File: src/rtl/clk_synth_pkg.sv
package clk_synth_pkg;
  localparam int T_W     = 2;
  localparam int N_W     = 2;
  localparam int M_W     = 9;
  localparam int FRAME_W = T_W + N_W + M_W;
  localparam int IDX_W   = $clog2(FRAME_W);

  localparam logic MODE_FAST = 1'b0;
  localparam logic MODE_SAVE = 1'b1;

  typedef enum logic [1:0] {
    STAT_OK    = 2'd0,
    STAT_SAME  = 2'd1,
    STAT_QUERY = 2'd2
  } stat_e;

  typedef enum logic [3:0] {
    ST_IDLE, ST_PRE, ST_ARM, ST_DAT, ST_CLO, ST_CHI, ST_LDH, ST_LDL, ST_END
  } step_e;

  // sel: 0 core, 1 memory
  function automatic logic [M_W-1:0] m_value(input logic mode, input logic sel);
    if (mode == MODE_FAST) return sel ? M_W'(9'h18) : M_W'(9'h14);
    else                   return sel ? M_W'(9'h10) : M_W'(9'h0E);
  endfunction
endpackage

File: src/rtl/clk_synth_gap_timer.sv
module clk_synth_gap_timer #(
  parameter int GAP_TICKS = 4
) (
  input  logic clk_i,
  input  logic rst_ni,
  input  logic start_i,
  output logic expire_o
);
  localparam int CW = (GAP_TICKS > 1) ? $clog2(GAP_TICKS) : 1;
  localparam logic [CW-1:0] RELOAD = CW'(GAP_TICKS - 1);

  logic [CW-1:0] cnt_q;
  logic          act_q;

  always_ff @(posedge clk_i or negedge rst_ni) begin
    if (!rst_ni) begin
      cnt_q <= '0;
      act_q <= 1'b0;
    end else if (start_i) begin
      cnt_q <= RELOAD;
      act_q <= 1'b1;
    end else if (act_q && cnt_q == '0) begin
      act_q <= 1'b0;
    end else if (act_q) begin
      cnt_q <= cnt_q - 1'b1;
    end
  end

  assign expire_o = act_q && (cnt_q == '0);


  gap_no_early_expire_chk: assert property (@(posedge clk_i) disable iff (!rst_ni)
    (start_i && GAP_TICKS > 1) |=> !expire_o);
endmodule

File: src/rtl/clk_synth_frame.sv
module clk_synth_frame
  import clk_synth_pkg::*;
(
  input  logic             mode_i,
  input  logic             sel_i,
  input  logic [IDX_W-1:0] idx_i,
  output logic             bit_o
);
  localparam logic [IDX_W-1:0] LAST = IDX_W'(FRAME_W - 1);

  logic [FRAME_W-1:0] frame;

  always_comb begin
    frame = {T_W'(0), N_W'(0), m_value(mode_i, sel_i)};
    bit_o = (idx_i <= LAST) ? frame[LAST - idx_i] : 1'b0;
  end
endmodule

File: src/rtl/clk_synth_prog.sv
module clk_synth_prog
  import clk_synth_pkg::*;
#(
  parameter int GAP_TICKS = 4
) (
  input  logic       clk_i,
  input  logic       rst_ni,
  input  logic       req_i,
  input  logic       mode_i,
  input  logic       query_i,
  output logic       busy_o,
  output logic       done_o,
  output logic [1:0] status_o,
  output logic       cur_mode_o,
  output logic       sclk_o,
  output logic       sdata_o,
  output logic       preload_o,
  output logic       load_core_o,
  output logic       load_mem_o
);
  localparam int NSYN = 2;
  localparam logic [IDX_W-1:0] LAST = IDX_W'(FRAME_W - 1);

  step_e            step_q;
  logic             sel_q, tgt_q, cur_q;
  logic [IDX_W-1:0] idx_q, nxt_idx;
  logic [NSYN-1:0]  load_q;
  logic             sclk_q, sdata_q, preload_q, done_q;
  stat_e            stat_q;
  logic             expire, fbit, prog_start, tmr_start;

  assign prog_start = (step_q == ST_IDLE) && req_i && !query_i && (mode_i != cur_q);
  assign tmr_start  = prog_start || (expire && step_q != ST_END && step_q != ST_IDLE);
  assign nxt_idx    = (step_q == ST_ARM) ? '0 : idx_q + 1'b1;

  clk_synth_gap_timer #(.GAP_TICKS(GAP_TICKS)) u_timer (
    .clk_i   (clk_i),
    .rst_ni  (rst_ni),
    .start_i (tmr_start),
    .expire_o(expire)
  );

  clk_synth_frame u_frame (
    .mode_i(tgt_q),
    .sel_i (sel_q),
    .idx_i (nxt_idx),
    .bit_o (fbit)
  );

  always_ff @(posedge clk_i or negedge rst_ni) begin
    if (!rst_ni) begin
      step_q    <= ST_IDLE;
      sel_q     <= 1'b0;
      tgt_q     <= MODE_SAVE;
      cur_q     <= MODE_SAVE;
      idx_q     <= '0;
      load_q    <= '0;
      sclk_q    <= 1'b0;
      sdata_q   <= 1'b0;
      preload_q <= 1'b0;
      done_q    <= 1'b0;
      stat_q    <= STAT_OK;
    end else begin
      done_q <= 1'b0;
      if (step_q == ST_IDLE) begin
        if (req_i) begin
          if (query_i) begin
            done_q <= 1'b1;
            stat_q <= STAT_QUERY;
          end else if (mode_i == cur_q) begin
            done_q <= 1'b1;
            stat_q <= STAT_SAME;
          end else begin
            tgt_q     <= mode_i;
            sel_q     <= 1'b0;
            step_q    <= ST_PRE;
            preload_q <= 1'b1;
          end
        end
      end else if (expire) begin
        unique case (step_q)
          ST_PRE: begin
            step_q        <= ST_ARM;
            load_q[sel_q] <= 1'b0;
            sclk_q        <= 1'b0;
          end
          ST_ARM: begin
            step_q  <= ST_DAT;
            idx_q   <= nxt_idx;
            sdata_q <= fbit;
          end
          ST_DAT: begin
            step_q <= ST_CLO;
            sclk_q <= 1'b0;
          end
          ST_CLO: begin
            step_q <= ST_CHI;
            sclk_q <= 1'b1;
          end
          ST_CHI: begin
            if (idx_q == LAST) begin
              step_q        <= ST_LDH;
              load_q[sel_q] <= 1'b1;
            end else begin
              step_q  <= ST_DAT;
              idx_q   <= nxt_idx;
              sdata_q <= fbit;
            end
          end
          ST_LDH: begin
            step_q        <= ST_LDL;
            load_q[sel_q] <= 1'b0;
          end
          ST_LDL: begin
            if (!sel_q) begin
              sel_q     <= 1'b1;
              step_q    <= ST_PRE;
              preload_q <= 1'b1;
            end else begin
              step_q    <= ST_END;
              preload_q <= 1'b0;
            end
          end
          ST_END: begin
            step_q <= ST_IDLE;
            cur_q  <= tgt_q;
            done_q <= 1'b1;
            stat_q <= STAT_OK;
          end
          default: step_q <= ST_IDLE;
        endcase
      end
    end
  end

  assign busy_o      = (step_q != ST_IDLE);
  assign done_o      = done_q;
  assign status_o    = stat_q;
  assign cur_mode_o  = cur_q;
  assign sclk_o      = sclk_q;
  assign sdata_o     = sdata_q;
  assign preload_o   = preload_q;
  assign load_core_o = load_q[0];
  assign load_mem_o  = load_q[1];


  data_stable_at_rise_chk: assert property (@(posedge clk_i) disable iff (!rst_ni)
    $rose(sclk_o) |-> $stable(sdata_o));

  preload_at_clock_chk: assert property (@(posedge clk_i) disable iff (!rst_ni)
    $rose(sclk_o) |-> preload_o);

  preload_at_load_chk: assert property (@(posedge clk_i) disable iff (!rst_ni)
    ($rose(load_core_o) || $rose(load_mem_o)) |-> preload_o);

  strobe_exclusive_chk: assert property (@(posedge clk_i) disable iff (!rst_ni)
    !(load_core_o && load_mem_o));

  done_not_busy_chk: assert property (@(posedge clk_i) disable iff (!rst_ni)
    busy_o |-> !done_o);

  mode_change_on_done_chk: assert property (@(posedge clk_i) disable iff (!rst_ni)
    !$stable(cur_mode_o) |-> (done_o && status_o == STAT_OK && !preload_o));
endmodule

File: config.mk
export PLATFORM = sky130hd
export DESIGN_NAME = clk_synth_prog
export DESIGN_NICKNAME = d
export VERILOG_FILES = /design/src/rtl/clk_synth_pkg.sv /design/src/rtl/clk_synth_gap_timer.sv /design/src/rtl/clk_synth_frame.sv /design/src/rtl/clk_synth_prog.sv
export SDC_FILE = /design/constraint.sdc
export NUM_CORES = 1
export LEC_CHECK = 0
export CAP_MARGIN = 20
export CORE_UTILIZATION = 54
export DETAILED_ROUTE_END_ITERATION = 10
export GPL_ROUTABILITY_DRIVEN = 0
export PLACE_DENSITY_LB_ADDON = 0.2
export SYNTH_ARGS = -nofsm -noshare
export SYNTH_HDL_FRONTEND = slang
export SYNTH_SLANG_ARGS = --single-unit
File: constraint.sdc
create_clock -name clk_i -period 3.2 [get_ports clk_i]
set_input_delay 0.32 -clock clk_i [delete_from_list [all_inputs] [get_ports clk_i]]
set_output_delay 0.32 -clock clk_i [all_outputs]
set_load 0.02 [all_outputs]
==> results.cfg, run 1 <==
[outcome]
run_status = finished, final reports clean

[power]
swShare = 0.202
pwr-share-seq = 0.627
comb_power_share = 0.033
ir_worst_vdd_mv = 0.247
power_w = 0.000445
power_density_mw_per_mm2 = 300
switchingPower_w = 0.0000901
pwr-share-clk = 0.340
cellLeakagePower_nw = 0.629
p_int_w = 0.000355

[global_routing]
track_usage = 0.221
grt_pass1_vias = 1024
grt_remaining_overflow = 0
antenna_found_initial = 0
grt_start_max_net_pins = 23
grt_pass1_wl_um = 4220

[floorplanning]
die_w_um = 50.7
initial_core_util = 0.574
die_h_um = 50.7
dieArea_sq_mm = 0.00257
rows = 17
pin_count = 15
fp.coreArea_sq_mm = 0.00223

[placement]
dp_cells = 171
io_buffers = 14
dp_hpwl_um = 1780

[layout]
diodes = 0
fin_util = 0.666
drive_gt1_frac = 0.128
nFillCells = 182
finalNonFillerCells = 176
fin_nets = 160
seqCellArea_sq_um = 553
area_delta_synth_final_pct = 15.9
multi_input_area_sq_um = 677

[cts]
cts_tree = yes
clock_path_buffers = 2
cts_resized = 0
cts_max_level = 1
cts_root_buffer = clkbuf_4
insertion_delay_ns = 0.30
cts_inserted_buffers = 3
clock-sinks = 22
postCtsSetupBuffers = 0
clk_pin_slew_ns = 0.12
holdBufCountCts = 0

[detailed_routing]
drtAntennaViolNets = 0
vias = 1018
drc = 0
drt_pre_antenna_iters = 4
wl_um = 2380
vias_per_cell = 5.78
initialDrtViolationCount = 29
routedWlPerCell_um = 13.5

[worst_setup_path]
regToRegSetupSlack_ns = 0.69
path_max_fanout = 13
start_kind = register
required_ns = 3.40
worstReg2RegStart = step_q[1]
critPathKind = reg -> reg
regToRegEndpoint = sdata_o
worst_ep_arrival_time_ns = 2.71
reg2reg_depth = 8
critPathCaptureType = register

[logic_synthesis]
synth-simple-area-share = 0.211
synth-xor-area-share = 0.0273
yosysTopAreaCellShare = 0.390
synth_fa_ha_area_frac = 0.0585
syn_avg_cell_area_sq_um = 9.57
seq_area_frac_synth = 0.431
synth.distinct_cells = 48
ys_ff_latch = 22
synth_nets = 145
synth_area_sq_mm = 0.00128
synth_compound_area_frac = 0.171
yosysTopAreaCell = dfrtp_1
synth_top_family_by_area = simple AND/OR/NAND/NOR gates
ys_warn_count = 0
synth.area.mux_share = 0.0605
synthCells = 134
yosys-top-cells-area = dfrtp_1 (39%), ha_1 (5.9%), nand2_1 (5.9%)

[worst_hold_path]
hp-class = in -> async

[timing]
worstMarginPinSlew_ns = 0.547
post-route-period-util = 0.784
fmax_mhz = 399
tns_ns = 0
setup_viol = 0
grt_setup_unrepaired = false
period_minus_slack_ns = 2.51
hold_viol = 0
clock_skew_ns = 0.00706
maxSlewViolCount = 0
relSlewSlack = 0.633

[flow_run]
drv_cap = 0
-- Yosys cell counts (all sizes together) --
cell type  instances
xnor2              2
dfstp              2
clkbuf             2
a21oi              4
nor4               2
and2               2
nor2b              4
a22oi              1
a2bb2oi            1
and3               1
a211oi             1
mux2i              1
or4b               1
or2                2
o21a               2
a22o               2
nand3b             1
xor2               2
ha                 6
nor3b              1
mux2               6
nor4b              1
a21o               1
o21ai             13
a21boi             1
inv                8
o211ai             2
nand3              2
a31oi              1
nand4              1
o221ai             1
nor3               2
o31a               1
dfrtp             20
or4                1
nand2b             1
a32o               1
nor2               6
nand2             20
nand4b             1
a211o              1
buf                3
-- per-layer routing --
| layer | GRT usage | share of wire |
|---|---|---|
| met1 | 0.269 | 0.46 |
| met2 | 0.396 | 0.50 |
| met3 | 0.0364 | 0.022 |
| met4 | 0.0694 | 0.011 |
| met5 | 0 | 0 |
-- worst max path at each step --
stage | from | to | cells past startpoint
final | step_q[1] | sdata_o | 8
after global routing | step_q[1] | sdata_o | 8
after CTS | step_q[1] | sdata_o | 8
after detailed placement | step_q[1] | sdata_o | 8
after global placement | step_q[3] | sdata_o | 8
after floorplan | step_q[3] | sdata_o | 9
-- power groups by stage --
stage,Sequential [W],Clock [W],Combinational [W]
2_1_floorplan,0.000284,0,0.00000188
3_3_place_gp,0.000284,0,0.0000130
3_5_place_dp,0.000284,0,0.0000134
4_1_cts,0.000279,0.000157,0.0000133
5_1_grt,0.000279,0.000165,0.0000170
6_report,0.000279,0.000151,0.0000148
-- worst max-delay path, stage by stage (launching register included) --
cell and delay (ns):
dfrtp_1 0.60, nor4b_2 0.55, nor2_1 0.16, inv_1 0.11
ha_1 0.27, o21ai_0 0.19, mux2i_1 0.10, mux2_2 0.27
a22o_1 0.18
-- cell usage in the layout, fill, tap and decap left out, types with 2 or more instances in the layout --
| master | count |
|---|---|
| a21oi_1 | 4 |
| a22o_1 | 2 |
| and2_1 | 2 |
| clkbuf_4 | 3 |
| clkdlybuf4s50_1 | 14 |
| dfrtp_1 | 20 |
| dfstp_2 | 2 |
| ha_1 | 6 |
| inv_1 | 7 |
| mux2_2 | 5 |
| nand2_1 | 20 |
| nand3_1 | 2 |
| nor2_1 | 6 |
| nor2b_1 | 4 |
| nor3_1 | 2 |
| o211ai_1 | 2 |
| o21ai_0 | 11 |
| or2_2 | 2 |
| xnor2_1 | 2 |
| xor2_1 | 2 |
-- sequential cells by signal, indices dropped and copies added (netlist names), named ones only --
signal,count
u_timer.cnt_q,2
sel_q,1
preload_o,1
status_o,2
step_q,4
cur_mode_o,1
sclk_o,1
idx_q,4
u_timer.act_q,1
tgt_q,1
sdata_o,1
done_o,1
-- logic make-up (layout without fill, tap and decap cells) --
| group | count (synthesis) | in the layout |
|---|---|---|
| adder cells (fa/ha/maj) | 6 | 6 |
| buffers and inverters | 13 | 27 |
| AO/OA/AOI/OAI | 33 | 33 |
| XOR/XNOR | 4 | 4 |
| flip-flops | 22 | 22 |
| AND/OR/NAND/NOR | 49 | 49 |
| multiplexers | 7 | 7 |
-- final cells by class --
type                       instances  area share
multi-input combinational         99       0.455
sequential                        22       0.372
timing repair buffer              15       0.104
clock buffer                       4      0.0244
tap                               28      0.0236
inverter                           8      0.0202
-- through the flow --
stage	cell area [sq um]	setup WS, ns	hold slack (ns)
3_5_place_dp	1440	0.718	0.487
4_1_cts	1470	0.708	0.514
3_3_place_gp	1440	0.849	0.481
2_1_floorplan	1280	0.947	0.0244
6_report	1490	0.691	0.299
5_1_grt	1490	0.477	0.309
(Power assumes the default switching activity.)
==> run 2: changes to the inputs <==
--- a/config.mk
+++ b/config.mk
@@ -6,7 +6,8 @@
 export NUM_CORES = 1
 export LEC_CHECK = 0
 export CAP_MARGIN = 20
-export CORE_UTILIZATION = 54
+export CORE_ASPECT_RATIO = 2
+export CORE_UTILIZATION = 49
 export DETAILED_ROUTE_END_ITERATION = 10
 export GPL_ROUTABILITY_DRIVEN = 0
 export PLACE_DENSITY_LB_ADDON = 0.2
==> constraint.sdc (replaced) <==
create_clock -name clk_i -period 2.3 [get_ports clk_i]
set_input_delay 0.23 -clock clk_i [delete_from_list [all_inputs] [get_ports clk_i]]
set_output_delay 0.23 -clock clk_i [all_outputs]
set_load 0.02 [all_outputs]
==> results.cfg, run 2 (synthesis gave the netlist of run 1 again) <==
[cts]
cts_max_level = 1
postCtsSetupBuffers = 0
cts_inserted_buffers = 3
clock_path_buffers = 2
cts_tree = yes
insertion_delay_ns = 0.26
holdBufCountCts = 0
cts_resized = 0
clk_pin_slew_ns = 0.08
clock-sinks = 22
cts_root_buffer = clkbuf_8

[detailed_routing]
wl_um = 2680
drt_pre_antenna_iters = 4
initialDrtViolationCount = 23
drc = 0
vias = 1057
routedWlPerCell_um = 14.8
vias_per_cell = 5.84
drtAntennaViolNets = 0

[floorplanning]
die_w_um = 38.2
fp.coreArea_sq_mm = 0.00241
initial_core_util = 0.532
rows = 25
dieArea_sq_mm = 0.00284
die_h_um = 74.4
pin_count = 15

[worst_setup_path]
path_max_fanout = 4
slowest_stage = dfrtp_1
cpLargestDelayFamily = simple AND/OR/NAND/NOR gates
required_ns = 2.45
max_stage_delay_ns = 0.44
critPathKind = reg -> reg
path_buf_inv = 1
worst_ep_arrival_time_ns = 2.28
start_kind = register
worstPathCellList = nor4b_2, nor2_1, inv_1, ha_1, o21ai_0, mux2i_1, mux2_2, a22o_1
critPathCaptureType = register

[global_routing]
grt_pass1_vias = 1033
antenna_found_initial = 0
grt_remaining_overflow = 0
grt_start_max_net_pins = 13
track_usage = 0.223
grt_pass1_wl_um = 4490

[timing]
maxSlewViolCount = 0
period_minus_slack_ns = 2.12
clock_skew_ns = 0.00327
relSlewSlack = 0.597
worstMarginPinSlew_ns = 0.601
tns_ns = 0
post-route-period-util = 0.923
fmax_mhz = 471
grt_setup_unrepaired = false
setup_viol = 0
hold_viol = 0

[placement]
dpl_cell_area_sq_mm = 0.00149
io_buffers = 14
dp_hpwl_um = 2130

[worst_hold_path]
hp-class = in -> async

[layout]
design_area_sq_mm = 0.00154
area_delta_synth_final_pct = 20.2
layout_common_cells = nand2_1 (20), dfrtp_1 (20), clkdlybuf4s50_1 (14), o21ai_0 (11)
largestRegisters = idx_q (4), step_q (4)
nFillCells = 201
fin_nets = 166
drive_gt1_frac = 0.162
fin_util = 0.640
diodes = 0

[power]
cellLeakagePower_nw = 0.663
ir_worst_vdd_mv = 0.337
power_density_mw_per_mm2 = 443
power_w = 0.000683

[outcome]
run_status = finished, final reports clean

[flow_run]
drv_cap = 0
-- run 2: power breakdown --
group / total, W / switching [W] / leakage, nW / internal (W)
Combinational: 0.0000199 / 0.0000111 / 0.374 / 0.00000875
Sequential: 0.000388 / 0.000000494 / 0.260 / 0.000387
Clock: 0.000275 / 0.000123 / 0.0288 / 0.000152
Total: 0.000683 / 0.000134 / 0.663 / 0.000548
-- run 2: worst register-to-register path: cells and delay by family, from the launching register on --
kind	cells	cell delay [ns]
buffers and inverters	1	0.09
AND/OR/NAND/NOR	2	0.50
flip-flops	1	0.44
multiplexers	2	0.37
adder cells (fa/ha/maj)	1	0.26
AO/OA/AOI/OAI	2	0.36
-- run 2: final cells by class --
cell class	instances	area (sq um)	area share
flip-flops and latches	22	553	0.359
repair buffers	21	193	0.125
multi-input cells	99	677	0.439
clock buffers	4	55.1	0.0357
inverters	8	30.0	0.0195
well taps	27	33.8	0.0219
-- run 2: through the flow --
step                hold WS, ns  instances  worst slack (ns)
floorplan               -0.0656        134            0.0470
global placement          0.480        177             0.250
detailed placement        0.488        177             0.171
CTS                       0.304        181             0.145
global route              0.337        181           0.00679
finish                    0.298        181             0.176
-- run 2: path summary, 6_finish.rpt --
check / startpoint / end / slack, ns / cells after the start
max in group asynchronous: rst_ni / cur_mode_o / 1.37 / 2
min: rst_ni / step_q[1] / 0.30 / 1
min reg2reg: sclk_o / sclk_o / 0.51 / 2
max reg2reg: step_q[3] / sdata_o / 0.18 / 8
min in group clk_i: sclk_o / sclk_o / 0.51 / 2
max: step_q[3] / sdata_o / 0.18 / 8
-- run 2: layer usage --
metal,vias up,wire [um],track usage
met2,31,1540,0.416
li1,507,-,-
met1,514,1020,0.237
met4,0,24,0.0714
met3,5,96,0.0388
met5,-,0,0
==> run 3: changes to the inputs <==
--- a/config.mk
+++ b/config.mk
@@ -10,6 +10,7 @@
 export CORE_UTILIZATION = 49
 export DETAILED_ROUTE_END_ITERATION = 10
 export GPL_ROUTABILITY_DRIVEN = 0
+export HOLD_SLACK_MARGIN = 0.15
 export PLACE_DENSITY_LB_ADDON = 0.2
 export SYNTH_ARGS = -nofsm -noshare
 export SYNTH_HDL_FRONTEND = slang
==> constraint.sdc (replaced) <==
create_clock -name clk_i -period 1.8 [get_ports clk_i]
set_input_delay 0.18 -clock clk_i [delete_from_list [all_inputs] [get_ports clk_i]]
set_output_delay 0.18 -clock clk_i [all_outputs]
set_load 0.02 [all_outputs]
==> results.cfg, run 3 (synthesis gave the netlist of run 1 again) <==
[layout]
finalNonFillerCells = 201
largestRegisters = idx_q (4), step_q (4)
area_delta_synth_final_pct = 39.4
design_area_sq_mm = 0.00179
fin_nets = 186
layout_common_cells = buf_4 (26), nand2_1 (20), dfrtp_1 (17), clkdlybuf4s50_1 (13), o21ai_0 (9)
drive_gt1_frac = 0.374
layout_commonest_cell = buf_4
diodes = 0

[placement]
io_buffers = 14
dp_hpwl_um = 2330
dpl_cell_area_sq_mm = 0.00162
dp_cells = 191

[power]
power_w = 0.000884
pwr-share-clk = 0.410
cellLeakagePower_nw = 0.771
switchingPower_w = 0.000182
swShare = 0.206
p_int_w = 0.000702
ir_worst_vdd_mv = 0.522
comb_power_share = 0.030
pwr-share-seq = 0.561
power_density_mw_per_mm2 = 494

[global_routing]
track_usage = 0.250
grt_pass1_vias = 1143
grt_pass1_wl_um = 4960
antenna_found_initial = 0
grt_start_max_net_pins = 23
grt_remaining_overflow = 0

[timing]
fmax_mhz = 514
worstMarginPinSlew_ns = 0.300
grt_setup_unrepaired = true
hold-worst-slack_ns = 0.262
clock_skew_ns = 0.00613
setup_viol = 5
tns_ns = -0.565
hold_viol = 0
setup_ws_ns = -0.147
maxSlewViolCount = 0
period_minus_slack_ns = 1.95
post-route-period-util = 1.08
relSlewSlack = 0.799

[floorplanning]
initial_core_util = 0.532
rows = 25
fp.coreArea_sq_mm = 0.00241
die_w_um = 38.2
dieArea_sq_mm = 0.00284
pin_count = 15
die_h_um = 74.4

[worst_setup_path]
slowest_stage = or4b_4
worstReg2RegStart = step_q[2]
endpoint = step_q[2]
path_max_fanout = 5
critPathCaptureType = register
cpLargestDelayFamily = simple AND/OR/NAND/NOR gates
required_ns = 2.00
crit_path_start = step_q[2]
path_buf_inv = 1
critPathKind = reg -> reg
worstPathCellList = nor4_4, inv_2, or4b_4, o21a_4, o31a_1, o21ai_2
worst_ep_arrival_time_ns = 2.15
regToRegSetupSlack_ns = -0.15
regToRegEndpoint = step_q[2]
cp.depth = 6
reg2reg_depth = 6
start_kind = register
max_stage_delay_ns = 0.50

[cts]
cts_tree = yes
clock-sinks = 22
clk_pin_slew_ns = 0.08
clock_path_buffers = 2
insertion_delay_ns = 0.27
cts_max_level = 1
cts_inserted_buffers = 3
cts_root_buffer = clkbuf_8

[outcome]
run_status = finished with violations
violations = setup timing

[detailed_routing]
vias_per_cell = 5.76
drtAntennaViolNets = 0
initialDrtViolationCount = 21
routedWlPerCell_um = 15.8
drc = 0
vias = 1158
drt_pre_antenna_iters = 4
wl_um = 3180

[worst_hold_path]
hp-class = in -> async

[flow_run]
drv_cap = 0
## run 3: cell types whose count changed in the layout (fill, tap and decap cells not counted), sizes merged
| cell | delta |
|---|---|
| buf | +21 |
| clkdlybuf4s50 | -1 |
## run 3: what timing repair did
item	4_1_cts	5_1_grt
setup endpoints to repair	12	11
hold buffers	0	0
gates resized for setup	18	8
pin swaps	3	2
setup buffers	4	2
## run 3: metrics by stage
step	util	worst slack, ns
floorplan	-	-0.218
global placement	0.674	-0.139
detailed placement	0.674	-0.240
CTS	0.728	-0.148
global route	0.742	-0.191
finish	0.742	-0.147
## run 3: final cells by class
| class | count | area (sq um) |
|---|---|---|
| fill | 170 | 621 |
| multi-input combinational | 99 | 771 |
| clock buffer | 4 | 55.1 |
| inverter | 8 | 30.0 |
| tap | 27 | 33.8 |
| timing repair buffer | 41 | 342 |
| sequential | 22 | 557 |
## run 3: worst min path at each step
| stage | start | endpoint | slack [ns] | cells after the start |
|---|---|---|---|---|
| after floorplan | rst_ni | async pin | -0.12 | 0 |
| after global placement | sclk_o | sclk_o | 0.47 | 2 |
| after detailed placement | sclk_o | sclk_o | 0.49 | 2 |
| after CTS | rst_ni | sclk_o | 0.27 | 2 |
| after global routing | rst_ni | step_q[3] | 0.29 | 2 |
| final | rst_ni | idx_q[0] | 0.26 | 2 |
## run 3: layer usage
layer,part of all wire,GRT usage
met1,0.37,0.250
met2,0.59,0.480
met3,0.017,0.0269
met4,0.020,0.107
met5,0,0
## run 3: power by group through the flow
stage	Clock [W]	Sequential, W	Combinational [W]
after floorplan	0	0.000505	0.00000346
after global placement	0	0.000505	0.0000254
after detailed placement	0	0.000505	0.0000259
after CTS	0.000361	0.000496	0.0000267
after global routing	0.000384	0.000496	0.0000297
final	0.000362	0.000496	0.0000261
